`config.mk`:
```
export PLATFORM = sky130hd
export DESIGN_NAME = win_alloc
export DESIGN_NICKNAME = d
export VERILOG_FILES = /design/src/rtl/win_alloc.sv
export SDC_FILE = /design/constraint.sdc
export NUM_CORES = 1
export LEC_CHECK = 0
export BUFFER_PORTS_ARGS = -buffer_cell sky130_fd_sc_hd__buf_2
export CAP_MARGIN = 30
export CORE_MARGIN = 2
export CORE_UTILIZATION = 30
export CTS_CLUSTER_SIZE = 14
export DETAILED_ROUTE_END_ITERATION = 7
export SLEW_MARGIN = 20
export SYNTH_ARGS = -nofsm -noshare
export SYNTH_HDL_FRONTEND = slang
export SYNTH_SLANG_ARGS = --single-unit
```
`constraint.sdc`:
```
create_clock -name clk -period 10.8 [get_ports clk]
set_input_delay 2.16 -clock clk [delete_from_list [all_inputs] [get_ports clk]]
set_output_delay 2.16 -clock clk [all_outputs]
set_load 0.02 [all_outputs]
```
`src/rtl/win_alloc.sv`:
```
module win_alloc #(
  parameter int AW = 32,
  parameter logic [AW-1:0] IO_BASE    = '0,
  parameter logic [AW-1:0] MEM_BASE   = 'h1000_0000,
  parameter logic [AW-1:0] IO_XLATE   = 'h1f00_0000,
  parameter logic [AW-1:0] MEM_XLATE  = 'h4000_0000,
  parameter logic [AW-1:0] LEGACY_GAP = 'h1_0000
) (
  input  logic          clk,
  input  logic          rst_n,
  input  logic          req,
  input  logic [AW-1:0] io_size,
  input  logic [AW-1:0] mem_size,
  output logic          done,
  output logic          ovf,
  output logic          io_we,
  output logic          mem_we,
  output logic [AW-1:0] io_base,
  output logic [AW-1:0] mem_base,
  output logic [AW-1:0] io_bar,
  output logic [AW-1:0] io_mask,
  output logic [AW-1:0] mem_bar,
  output logic [AW-1:0] mem_mask,
  output logic [AW-1:0] io_host,
  output logic [AW-1:0] mem_host
);
  localparam logic [AW+1:0] ONE       = (AW+2)'(1);
  localparam logic [AW+1:0] TOP       = ONE << AW;
  localparam logic [AW:0]   IO_START  = {1'b0, IO_BASE} + {1'b0, LEGACY_GAP};
  localparam logic [AW:0]   MEM_START = {1'b0, MEM_BASE} + {1'b0, LEGACY_GAP};

  logic [AW:0]   io_cur, mem_cur;
  logic [AW+1:0] io_sz, mem_sz, io_al, mem_al, io_end, mem_end;
  logic          io_zero, mem_zero, io_of, mem_of, bad;

  assign io_sz    = {2'b00, io_size};
  assign mem_sz   = {2'b00, mem_size};
  assign io_zero  = io_size == '0;
  assign mem_zero = mem_size == '0;

  assign io_al  = io_zero  ? {1'b0, io_cur}
                           : ((({1'b0, io_cur} - ONE) | (io_sz - ONE)) + ONE);
  assign mem_al = mem_zero ? {1'b0, mem_cur}
                           : ((({1'b0, mem_cur} - ONE) | (mem_sz - ONE)) + ONE);

  assign io_end  = io_al + io_sz;
  assign mem_end = mem_al + mem_sz;
  assign io_of   = io_end > TOP;
  assign mem_of  = mem_end > TOP;
  assign bad     = io_of | mem_of;

  always_ff @(posedge clk) begin
    if (!rst_n) begin
      io_cur   <= IO_START;
      mem_cur  <= MEM_START;
      done     <= 1'b0;
      ovf      <= 1'b0;
      io_we    <= 1'b0;
      mem_we   <= 1'b0;
      io_base  <= '0;
      mem_base <= '0;
      io_bar   <= '0;
      io_mask  <= '0;
      mem_bar  <= '0;
      mem_mask <= '0;
      io_host  <= '0;
      mem_host <= '0;
    end else begin
      done <= req;
      if (req) begin
        ovf      <= bad;
        io_base  <= io_al[AW-1:0];
        mem_base <= mem_al[AW-1:0];
        io_host  <= io_al[AW-1:0] + IO_XLATE;
        mem_host <= mem_al[AW-1:0] + MEM_XLATE;
        io_we    <= !io_zero && !bad;
        mem_we   <= !mem_zero && !bad;
        io_bar   <= (io_zero || bad) ? '0 : {io_al[AW-1:1], 1'b1};
        io_mask  <= (io_zero || bad) ? '0 : io_size - 1'b1;
        mem_bar  <= (mem_zero || bad) ? '0 : {mem_al[AW-1:1], 1'b0};
        mem_mask <= (mem_zero || bad) ? '0 : mem_size - 1'b1;
        if (!bad) begin
          io_cur  <= io_end[AW:0];
          mem_cur <= mem_end[AW:0];
        end
      end
    end
  end
endmodule

```
# Yosys cells after proc, flatten, opt, wreduce, memory -nomap -nowiden
# Index checks and enable logic that the tools add are counted.
[classes] n_reduce_logical=10 n_lt_le_gt_ge=2 add_sub_neg=12 bitwise=4 muxes=6
[op_table] cell="2-to-1 mux 32 bit" count=4
[op_table] cell="adder 34 x 1 -> 34 bit (second input constant)" count=2
[op_table] cell="adder 34 x 32 -> 34 bit" count=2
[op_table] cell="greater-than comparator 34 x 33 -> 1 bit (second input constant)" count=2
[op_table] cell="2-to-1 mux 34 bit" count=2
[op_table] cell="bitwise OR 34 bit" count=2
[op_table] cell="subtractor 33 x 1 -> 34 bit (second input constant)" count=2
[op_table] cell="subtractor 32 x 1 -> 33 bit (second input constant)" count=2
[op_table] cell="zero test 32 bit" count=2
[op_table] cell="subtractor 32 x 1 -> 32 bit (second input constant)" count=2
[op_table] cell="adder 32 x 29 -> 32 bit (second input constant)" count=1
[op_table] cell="adder 32 x 31 -> 32 bit (second input constant)" count=1
[op_table] cell="zero test 1 bit" count=3
[op_table] cell="logical AND 1 bit" count=2
[op_table] cell="logical OR 1 bit" count=2
[op_table] cell="AND reduction 2 bit" count=1
[op_table] cell="inverter 1 bit" count=1
[op_table] cell="bitwise OR 1 bit" count=1
[word_totals] register_bits=326 input_bits=67 output_inout_bits=260 wordCells=48

# Logic depth before layout (Yosys ltp)
[logic_depth] word_depth=9 ltp_mapped=31

# Worst setup path after synthesis
# Ideal clock, no wire load.
[synth_timing] path_kind="input -> register" from="input port mem_size[14]" to="register mem_cur[0]" required_ns=10.684 path_buffers=4 stages=23 setup_ns=0.116 arrival_time_ns=8.811 setup_slack_ns=1.873 path_cell_list="nor4_1 -> nand4_1 -> or2_2 -> clkbuf_1 -> nor4_1 -> clkbuf_1 -> buf_1 -> nor2_1 -> a21o_1 -> ha_1 -> and3_1 -> a221oi_1 -> and4b_1 -> or4_1 -> a211o_1 -> a222oi_1 -> nand4_1 -> or4_1 -> nor4_1 -> o32ai_2 -> buf_2 -> o311a_1 -> a31o_2"
[synth_between] word_cells_on_any_way=10 classes_between="3 x add/sub; 1 x order compare; 1 x mux; 3 x bitwise; 2 x reduce/logical"
[synth_rtl] element="from (decl)" line_no="13" rtl="input logic [AW-1:0] mem_size,"
[synth_rtl] element="zero test 32 bit" line_no="39" rtl="assign mem_zero = mem_size == '0;"
[synth_rtl] element="2-to-1 mux 34 bit" line_no="43" rtl="assign mem_al = mem_zero ? {1'b0, mem_cur}"
[synth_rtl] element="named net mem_al[5]" line_no="33" rtl="logic [AW+1:0] io_sz, mem_sz, io_al, mem_al, io_end, mem_end;"
[synth_rtl] element="adder 34 x 32 -> 34 bit" line_no="47" rtl="assign mem_end = mem_al + mem_sz;"
[synth_rtl] element="greater-than comparator 34 x 33 -> 1 bit" line_no="49" rtl="assign mem_of = mem_end > TOP;"
[synth_rtl] element="bitwise OR 1 bit" line_no="50" rtl="assign bad = io_of | mem_of;"
[synth_rtl] element="inverter 1 bit (no line)"
[synth_rtl] element="AND reduction 2 bit (no line)"
[synth_rtl] element="to (signal assigned)" line_no="84" rtl="mem_cur <= mem_end[AW:0];"
[synth_rtl] element="to (decl)" line_no="32" rtl="logic [AW:0] io_cur, mem_cur;"
# The timed path passes the listed nets, and every way through them passes these cells.
# A chain may end at the register's enable or synchronous reset.

# Worst setup path in the final report
[layout_timing] from="input port mem_size[5]" to="register mem_cur[0]"
[layout_between] elab_chain_len=9 word_cells_on_any_way=10 classes_between="3 x add/sub; 1 x order compare; 1 x mux; 3 x bitwise; 2 x reduce/logical"
[layout_lines] element="subtractor 32 x 1 -> 33 bit" line_no="44" rtl=": ((({1'b0, mem_cur} - ONE) | (mem_sz - ONE)) + ONE);"
[layout_lines] element="bitwise OR 34 bit" line_no="44"
[layout_lines] element="adder 34 x 1 -> 34 bit" line_no="44"
[layout_lines] element="2-to-1 mux 34 bit (*)" line_no="43"
[layout_lines] element="named net mem_al[23]" line_no="33"
[layout_lines] element="adder 34 x 32 -> 34 bit (*)" line_no="47"
[layout_lines] element="greater-than comparator 34 x 33 -> 1 bit (*)" line_no="49"
[layout_lines] element="bitwise OR 1 bit (*)" line_no="50"
[layout_lines] element="inverter 1 bit (no line) (*)"
[layout_lines] element="AND reduction 2 bit (no line) (*)"
# The timed path passes the listed nets; every way through them passes the cells marked *.

==> metrics <==
run status finished, final reports clean; DRC viols 0; worst-margin pin slew 1020 ps; IO Pins around 330; crit path kind primary input to register; Slew headroom a little under a third; Seq/Total Area, Yosys ~29%; number of distinct library cells after synthesis 86; share of post-route cells with drive strength above 1 between 10% and 20%; fmax ~0.11 GHz; worst hold path depth 2; Worst EP arrival roughly 9900 ps; Die W approximately 260 um; most used cell, CP or4_1; register bit count reported by yosys 270; Final nets ~2,800; final hold viol count 0; switching pwr 5.08 mW; # Post-CTS Setup Buffers 0; antenna violations before repair 6; count of flip-flops with a built-in enable after synthesis 0; CTS tree done; max-cap check violation count 0; Slew Viols, Final 0; Non-Filler Instances between 3,000 and 4,000; Leakage Power 9.24 nW; vias in the first global route approximately 18,000; post-route ant nets 0; hold_buf cts 0; Pwr per Cell Area about 420 nW/um^2; Clock Latency Late Sink 610 ps; RSZ-0062 raised after global routing no; cts bufs inserted 31; CTS resizes 0; Avg Inst Size Synth 7.84 sq um; first-pass GRT wire length between 100,000 and 150,000 um; CP max stage cell or4_1; gr busiest metal met2; met1 Use GR between 30% and 40%; worst reg2reg path depth 22; largest net degree at the start of global routing 81; min Tclk post-route ~9400 ps; drt total wl slightly below 80,000 um; Initial DRC Count about 2,000; Yosys warning count 0; final setup vio count 0; Required @ worst endpoint 11,290 ps; cell total after placement 3,439; grt met3 use 4.47%; Site Rows 92; GRT Total Usage a little under a quarter; Synth Cell Area 18,900 sq um; gp weighted congestion ~1; Initial Util a little under a third; grt total ovfl 0; Syn Inst Count ~2,400; Worst setup EP type register; startpoint types primary input; most frequent cells in the layout buf_2, dfxtp_1, nand2_1; ys async rst share 0%; Tcrit/Tclk final between 80% and 90%; logic gate share of total power between 70% and 80%; syn nets roughly 2,600; input/output buffers 325; Layout Skew about 27 ps; clock network power share 12.0%; VDD IR max around 0.23 mV; top_reg_cell synth dfxtp_1; Die Height roughly 260 um; CTS Root Cell clkbuf_16; worst min-delay path category register to register; DP HPWL between 60,000 and 70,000 um; CTS clock-pin slew for the worst setup and hold paths ~60 ps; drt wl/cell roughly 22 um; DIE AREA about 65,000 sq um; clock sink total between 200 and 300; via count about 20,000; switch share ~54%; met2 usage 34.4%; H-Tree Depth 1; DRT Pass-1 Iters 6; Power, Total roughly 9.3 mW; clock buffer depth 3; core box area approximately 63,000 sq um; share of power burned in registers approximately 17%; setup TNS 0 ps; Pint roughly 4.2 mW; CP Max Fanout 33; Via-to-Cell Ratio 5.74; Worst Hold Margin between 400 and 500 ps; Worst path max stage delay around 760 ps; synth-to-layout area growth 17.1%; most common cell after layout, fill and taps aside buf_2
[flip-flops by register name (all words and copies together) (netlist names)]
signal / flops
ovf: 1
mem_base: 32
mem_host: 2
io_host: 8
mem_bar: 31
mem_we: 1
io_bar: 32
mem_cur: 33
io_mask: 32
io_base: 32
io_cur: 33
done: 1
mem_mask: 32
[kinds of logic after synthesis]
family | share of synthesized area [%]
simple gates | 27.4
compound gates | 25.3
flops | 28.6
buf+inv | 6.19
xor+xnor | 6.48
fa+ha+maj | 5.17
mux | 0.906
other cells | 0.0198
[final cells by class]
| type | instances | area, sq um |
|---|---|---|
| clock buffers | 40 | 860 |
| multi-input cells | 1908 | 12400 |
| inverters | 36 | 138 |
| repair buffers | 381 | 2110 |
| diodes | 1 | 2.50 |
| clock inverters | 15 | 198 |
| well taps | 846 | 1060 |
| flip-flops and latches | 270 | 5410 |
| fillers | 6667 | 40600 |
[final timing paths]
kind | start | end | slack, ps
setup / recovery | mem_size[5] | mem_cur[0] | 1370
hold / removal | io_bar[14] | io_bar[14] | 440
setup reg to reg | io_cur[5] | mem_cur[23] | 2480
hold reg to reg | io_bar[14] | io_bar[14] | 440
[routing by layer]
| layer | share of wire (%) | vias to the layer above |
|---|---|---|
| met5 | 0.087 | - |
| met4 | 2.4 | 10 |
| met3 | 9.1 | 124 |
| met2 | 42 | 903 |
| met1 | 46 | 9587 |
| li1 | - | 9466 |
[cell usage after synthesis (9+ instances only)]
| library cell | n | share of area [%] |
|---|---|---|
| nor2_1 | 143 | 2.8 |
| nor3b_1 | 14 | 0.56 |
| nand4_1 | 62 | 2.0 |
| a31o_2 | 12 | 0.56 |
| xnor2_1 | 78 | 3.6 |
| or4_1 | 50 | 2.0 |
| and2_1 | 16 | 0.53 |
| dfxtp_1 | 270 | 29 |
| ha_1 | 75 | 5.0 |
| o21a_1 | 14 | 0.56 |
| o41ai_1 | 9 | 0.42 |
| clkbuf_1 | 108 | 2.1 |
| nor3_1 | 71 | 1.9 |
| a22o_1 | 48 | 2.2 |
| mux2i_1 | 16 | 0.85 |
| a211oi_1 | 23 | 0.91 |
| a32o_1 | 26 | 1.4 |
| buf_4 | 57 | 2.3 |
| a21oi_1 | 165 | 4.4 |
| or2_2 | 26 | 0.86 |
| o21ai_0 | 126 | 3.3 |
| nand3_1 | 77 | 2.0 |
| and3_1 | 18 | 0.59 |
| nand2b_1 | 49 | 1.6 |
| xor2_1 | 62 | 2.9 |
| nand2_1 | 265 | 5.3 |
| o211ai_1 | 22 | 0.87 |
| nand4b_1 | 9 | 0.42 |
| o31a_1 | 20 | 0.93 |
| a21o_1 | 65 | 2.6 |
| buf_2 | 19 | 0.50 |
| nor4b_1 | 14 | 0.65 |
| o31ai_1 | 76 | 3.0 |
| a311oi_1 | 19 | 0.88 |
| inv_1 | 36 | 0.71 |
| nor4_1 | 63 | 2.1 |
| buf_1 | 11 | 0.22 |
| or3_1 | 53 | 1.8 |
| a31oi_1 | 15 | 0.50 |
[worst max-delay path: cells and delay by family]
kind,cells,cell delay (ps)
compound gates,9,2090
xor+xnor,2,310
buf+inv,3,550
simple gates,12,4480
fa+ha+maj,1,300
[power by group through the flow]
stage / registers (mW) / clock network [mW] / logic [mW]
finish: 1.59 / 1.12 / 6.61
CTS: 1.59 / 1.14 / 6.49
global placement: 1.61 / 0 / 6.47
global route: 1.63 / 1.17 / 7.16
floorplan: 1.69 / 0 / 4.49
detailed placement: 1.61 / 0 / 6.45
[stage by stage]
step                      instance area (sq um)  setup WS [ps]  util, %
after floorplan                           18900           1870        -
after global placement                    21100            922     33.6
after detailed placement                  21100            875     33.6
after CTS                                 22100           1490     35.3
after global routing                      22200            906     35.3
final                                     22200           1370     35.3
Note: power is estimated with default switching activity, not from simulation.
